**src/rtl/tts_pkg.sv**
```systemverilog
package tts_pkg;
  localparam int CTRL_W = 2;
  localparam logic ADDR_CTRL = 1'b0;
  localparam logic ADDR_OVF_CLR = 1'b1;

  typedef struct packed {
    logic clr_en;
    logic arm;
  } tts_ctrl_t;
endpackage

```
**src/rtl/tts_sync_edge.sv**
```systemverilog
module tts_sync_edge #(
  parameter int STAGES = 2
) (
  input  logic clk,
  input  logic rst,
  input  logic async_in,
  output logic rise
);
  // pipe[STAGES-1] is the synchronized level, pipe[STAGES] its previous value
  logic [STAGES:0] pipe;

  always_ff @(posedge clk) begin
    if (rst) pipe <= '0;
    else     pipe <= {pipe[STAGES-1:0], async_in};
  end

  assign rise = pipe[STAGES-1] & ~pipe[STAGES];
endmodule

```
**src/rtl/tts_time_counter.sv**
```systemverilog
module tts_time_counter #(
  parameter int INT_W = 62
) (
  input  logic             clk,
  input  logic             rst,
  input  logic             clear,
  output logic [INT_W-1:0] cnt_q,
  output logic [INT_W-1:0] time_now
);
  // the clearing cycle itself is time zero, so the next cycle is one
  assign time_now = clear ? '0 : cnt_q;

  always_ff @(posedge clk) begin
    if (rst)        cnt_q <= '0;
    else if (clear) cnt_q <= INT_W'(1);
    else            cnt_q <= cnt_q + INT_W'(1);
  end
endmodule

```
**src/rtl/tts_regs.sv**
```systemverilog
module tts_regs
  import tts_pkg::*;
(
  input  logic              clk,
  input  logic              rst,
  input  logic              reg_we,
  input  logic              reg_addr,
  input  logic [CTRL_W-1:0] reg_wdata,
  output tts_ctrl_t         ctrl,
  output logic              ovf_clr
);
  always_ff @(posedge clk) begin
    if (rst)
      ctrl <= '0;
    else if (reg_we && reg_addr == ADDR_CTRL)
      ctrl <= '{clr_en: reg_wdata[1], arm: reg_wdata[0]};
  end

  assign ovf_clr = reg_we && (reg_addr == ADDR_OVF_CLR) && reg_wdata[0];
endmodule

```
**src/rtl/tts_capture.sv**
```systemverilog
module tts_capture #(
  parameter int INT_W  = 62,
  parameter int FRAC_W = 2,
  localparam int TS_W  = INT_W + FRAC_W
) (
  input  logic              clk,
  input  logic              rst,
  input  logic              trig_acc,
  input  logic [INT_W-1:0]  time_now,
  input  logic [FRAC_W-1:0] phase,
  input  logic              take,
  input  logic              ovf_clr,
  output logic [TS_W-1:0]   word_q,
  output logic              valid_q,
  output logic              ovf_q
);
  logic ovf_set;
  assign ovf_set = trig_acc && valid_q && !take;

  always_ff @(posedge clk) begin
    if (rst) begin
      word_q  <= '0;
      valid_q <= 1'b0;
      ovf_q   <= 1'b0;
    end else begin
      if (ovf_set)      ovf_q <= 1'b1;
      else if (ovf_clr) ovf_q <= 1'b0;
      if (trig_acc) begin
        word_q  <= {time_now, phase};
        valid_q <= 1'b1;
      end else if (take) begin
        valid_q <= 1'b0;
      end
    end
  end
endmodule

```
**src/rtl/tts_top.sv**
```systemverilog
module tts_top
  import tts_pkg::*;
#(
  parameter int INT_W       = 62,
  parameter int FRAC_W      = 2,
  parameter int SYNC_STAGES = 2,
  localparam int TS_W       = INT_W + FRAC_W
) (
  input  logic              clk,
  input  logic              rst,
  input  logic              sync_in,
  input  logic              trig_strobe,
  input  logic [FRAC_W-1:0] trig_phase,
  input  logic              ts_take,
  input  logic              reg_we,
  input  logic              reg_addr,
  input  logic [CTRL_W-1:0] reg_wdata,
  output logic [TS_W-1:0]   ts_word,
  output logic              ts_valid,
  output logic              ts_overflow
);
  tts_ctrl_t        ctrl;
  logic             arm_en, clr_en, ovf_clr;
  logic             sync_hit, cnt_clear, trig_acc;
  logic [INT_W-1:0] cnt_q, time_now;

  tts_regs u_regs (
    .clk, .rst, .reg_we, .reg_addr, .reg_wdata,
    .ctrl, .ovf_clr
  );

  assign arm_en = ctrl.arm;
  assign clr_en = ctrl.clr_en;

  tts_sync_edge #(.STAGES(SYNC_STAGES)) u_sync (
    .clk, .rst, .async_in(sync_in), .rise(sync_hit)
  );

  assign cnt_clear = sync_hit & clr_en;

  tts_time_counter #(.INT_W(INT_W)) u_cnt (
    .clk, .rst, .clear(cnt_clear), .cnt_q, .time_now
  );

  assign trig_acc = trig_strobe & arm_en;

  tts_capture #(.INT_W(INT_W), .FRAC_W(FRAC_W)) u_cap (
    .clk, .rst, .trig_acc, .time_now, .phase(trig_phase),
    .take(ts_take), .ovf_clr,
    .word_q(ts_word), .valid_q(ts_valid), .ovf_q(ts_overflow)
  );
endmodule

```
**config.mk**
```make
export PLATFORM = sky130hd
export DESIGN_NAME = tts_top
export DESIGN_NICKNAME = d
export VERILOG_FILES = /design/src/rtl/tts_pkg.sv /design/src/rtl/tts_sync_edge.sv /design/src/rtl/tts_time_counter.sv /design/src/rtl/tts_regs.sv /design/src/rtl/tts_capture.sv /design/src/rtl/tts_top.sv
export SDC_FILE = /design/constraint.sdc
export NUM_CORES = 1
export LEC_CHECK = 0
export ABC_CLOCK_PERIOD_IN_PS = 2200
export BUFFER_PORTS_ARGS = -buffer_cell sky130_fd_sc_hd__buf_2
export CAP_MARGIN = 20
export CORE_MARGIN = 10
export CORE_UTILIZATION = 50
export CTS_CLUSTER_SIZE = 14
export DETAILED_ROUTE_END_ITERATION = 16
export PLACE_DENSITY = 0.72
export SLEW_MARGIN = 10
export SYNTH_ARGS = -nofsm -noshare
export SYNTH_HDL_FRONTEND = slang
export SYNTH_SLANG_ARGS = --single-unit
```
**constraint.sdc**
```tcl
create_clock -name clk -period 2.2 [get_ports clk]
set_input_delay 0 -clock clk [delete_from_list [all_inputs] [get_ports clk]]
set_output_delay 0 -clock clk [all_outputs]
set_load 0.02 [all_outputs]
```
==> results.toml <==
[status]
status = "finished clean"

[sta]
worst_case_headroom_to_the_max_slew_limit_pct = 67.9
setup_viol_count_final = 0
max_freq_mhz = 476
worst_case_clock_skew_ns = 0.0154
final-max-slew-violation-count = 0
worst_hold_slack_ns = 0.359
timing.final.crit_share_pct = 95.6
timing_worst_slew_pin_value_ns = 0.482
post-route-min-period_ns = 2.10
hold_viol = 0

[power]
net_switching_power_mw = 1.07
fin_total_pwr_mw = 5.29
power.internal_mw = 4.22
p_sw_share_pct = 20.3
leakagePower_nw = 2.49
ir_drop_v = 0.000866
seq_power_share_pct = 46.0
comb_power_share_pct = 2.2
clock_power_share_pct = 51.8
power_density_nw_per_um2 = 816

[clock_tree]
cts_h_tree_lvls = 4
clock_path_buffers = 2
cts_root_buf = "sky130_fd_sc_hd__clkbuf_8"
worst_skew_pair_later_pin_latency_ns = 0.52
tritoncts = "done"
numClockSinks = 133
cts_buffers = 17
path_clk_slew_ns = 0.06

[routing]
route.detailed.vias_per_inst = 5.52
drt-total-wl_um = 12100
antenna_left = 0
drt_first_iter_violations = 360
drt-pass1-iter-count = 5
drcViolationCount = 0
vias = 4314
routed_wire_length_per_instance_um = 15.4

[placement]
hpwlAfterDp_um = 8060
gp_routability_congestion = 0.830
place.detailed.instances = 726
io_buffers = 76

[final_layout]
area_growth_pct = 28.7
final_common_cell = "sky130_fd_sc_hd__dfxtp_1"
nNetsFinal = 648
layout.cells.non_filler = 781
fraction_of_layout_cells_with_a_size_suffix_above_1_pct = 23.9
inserted_diodes = 0
most_used_cells_in_the_layout_excluding_fill_and_tap_cells = "sky130_fd_sc_hd__dfxtp_1, sky130_fd_sc_hd__buf_2, sky130_fd_sc_hd__a22o_1, sky130_fd_sc_hd__nor2_1, sky130_fd_sc_hd__a21oi_1"
utilization_pct = 66.3
multi_input_comb_area_um2 = 2260
fillerInstances = 786
seqCellArea_um2 = 2670

[synth]
ys_async_sr_fraction_pct = 0
synth_seq_cells = 133
count_of_flip_flops_with_a_built_in_enable_after_synthesis = 0
ys_warn_count = 0
muxShareOfSynthArea_pct = 0.398
distinct_cell_type_count_after_synthesis = 37
synthAdderAreaFrac_pct = 0.249
synth_simple_gate_area_share_pct = 20.7
dominantRegCellSynth = "sky130_fd_sc_hd__dfxtp_1"
postSynthAreaPerCell_um2 = 9.64
synth_top_family_by_area = "simple AND/OR/NAND/NOR gates"
ys_seq_area_share_pct = 52.9
postSynthNetCount = 534
synth_xor_xnor_area_share_pct = 5.40
synth_area_um2 = 5030
synth-compound-area-share_pct = 17.2
syn_inst = 522

[die]
initial_utilization_pct = 51.5
die_width_um = 120
coreArea_um2 = 9770
pin_count = 77
design.die.area_um2 = 14500
row_count = 36
die_h_um = 120

[setup_path]
worstPathRequired_ns = 2.64
critPathLaunch = "u_cnt.cnt_q[9]$_SDFF_PP0_"
worst_reg2reg_path_startpoint = "u_cnt.cnt_q[9]$_SDFF_PP0_"
worstSetupStartpointType = "flip-flop"
worst_setup_path_end_kind = "flip-flop"
wp_data_arrival_ns = 2.54
crit_type = "flip-flop to flip-flop"
critical_path_peak_fanout = 5

[grt]
grt_antenna_before_repair = 0
pin_count_of_the_biggest_net_entering_global_routing = 47
grt_overflow_total = 0
grt_use_total_pct = 16.8
number_of_global_route_vias_before_repair = 4135
grt_pass1_wl_um = 20400

[flow_run]
cap_violations = 0

[hold_path]
hold_path.startpoint = "reg_we"
min_path_type = "input pin to flip-flop"
==> flip-flops by register name, summed over array words and instances, names as in the netlist <==
register       cells
u_sync.pipe        3
u_regs.ctrl        2
u_cap.word_q      64
u_cap.ovf_q        1
u_cnt.cnt_q       62
u_cap.valid_q      1
==> worst paths after layout <==
kind | to | slack [ns] | depth (start not counted)
worst max-delay path | u_cnt.cnt_q[35]$_SDFF_PP0_ | 0.1 | 5
worst min-delay path | u_cap.ovf_q$_SDFFE_PP0P_ | 0.36 | 5
worst max register to register | u_cnt.cnt_q[35]$_SDFF_PP0_ | 0.1 | 5
worst min register to register | u_sync.pipe[1]$_SDFF_PP0_ | 0.44 | 1
==> cell usage after synthesis, types with 3 or more instances <==
cell | n | area, µm²
sky130_fd_sc_hd__clkbuf_1 | 21 | 78.8
sky130_fd_sc_hd__inv_1 | 10 | 37.5
sky130_fd_sc_hd__nand4_1 | 25 | 156
sky130_fd_sc_hd__a21oi_1 | 35 | 175
sky130_fd_sc_hd__xnor2_1 | 21 | 184
sky130_fd_sc_hd__nand3_1 | 23 | 115
sky130_fd_sc_hd__nand2_1 | 26 | 97.6
sky130_fd_sc_hd__or2_2 | 4 | 25.0
sky130_fd_sc_hd__nor3_1 | 11 | 55.1
sky130_fd_sc_hd__a22o_1 | 60 | 526
sky130_fd_sc_hd__xor2_1 | 10 | 87.6
sky130_fd_sc_hd__o21ai_0 | 28 | 140
sky130_fd_sc_hd__nor4_1 | 8 | 50.1
sky130_fd_sc_hd__or3_1 | 28 | 175
sky130_fd_sc_hd__dfxtp_1 | 133 | 2660
sky130_fd_sc_hd__and3_2 | 3 | 22.5
sky130_fd_sc_hd__buf_6 | 3 | 33.8
sky130_fd_sc_hd__nor2_1 | 45 | 169
sky130_fd_sc_hd__nor2b_1 | 5 | 31.3
==> power groups by stage <==
stage / Combinational, mW / Sequential (mW) / Clock [mW]
after floorplan: 0.0620 / 2.48 / 0
after global placement: 0.0897 / 2.48 / 0
after detailed placement: 0.0924 / 2.48 / 0
after CTS: 0.115 / 2.43 / 2.79
after global routing: 0.129 / 2.43 / 2.87
final: 0.115 / 2.43 / 2.74
==> logic make-up (layout without fill, tap and decap cells) <==
family / after synthesis / in the layout
DFF: 133 / 133
muxes: 2 / 2
AOI/OAI and AO/OA: 126 / 126
adders and majority gates: 1 / 1
buffers and inverters: 35 / 161
and+or+nand+nor: 194 / 194
xor gates and xnor gates: 31 / 31
==> routing by layer <==
| layer | global-route usage, % | vias to the layer above | part of all wire [%] |
|---|---|---|---|
| met5 | 0 | - | 0 |
| li1 | - | 2144 | - |
| met3 | 5.82 | 19 | 6.6 |
| met1 | 21.0 | 2036 | 46 |
| met4 | 6.41 | 0 | 1.4 |
| met2 | 26.3 | 115 | 46 |
==> area by class of cell <==
cell class	count	area share [%]
Multi-Input combinational cell	354	34.9
Timing Repair Buffer	120	11.7
Clock inverter	8	1.51
Inverter	10	0.580
Clock buffer	23	7.52
Sequential cell	133	41.2
Tap cell	133	2.57
==> per-stage QoR <==
step           setup TNS [ns]  worst slack [ns]  instance area, µm²
6_report                    0            0.0973                6480
5_1_grt               -0.0514           -0.0476                6480
4_1_cts                     0            0.0487                6420
3_5_place_dp                0            0.0186                5630
3_3_place_gp                0            0.0987                5630
2_1_floorplan               0             0.103                5030
==> critical path: stages (launching register included) <==
cell                      delay [ns]
sky130_fd_sc_hd__dfxtp_1        0.41
sky130_fd_sc_hd__nand3_2        0.10
sky130_fd_sc_hd__or4_1          0.52
sky130_fd_sc_hd__or4_4          0.53
sky130_fd_sc_hd__or3_1          0.32
sky130_fd_sc_hd__a21oi_1        0.14
==> repair_timing <==
item | CTS | global route
hold buffers | 20 | 0
setup buffers | 1 | 3
hold endpoints to repair | 12 | 0
gates resized for setup | 0 | 9
endpoints found under the setup margin | 1 | 20
pin swaps | 1 | 1
Note: power is estimated with default switching activity, not from simulation.
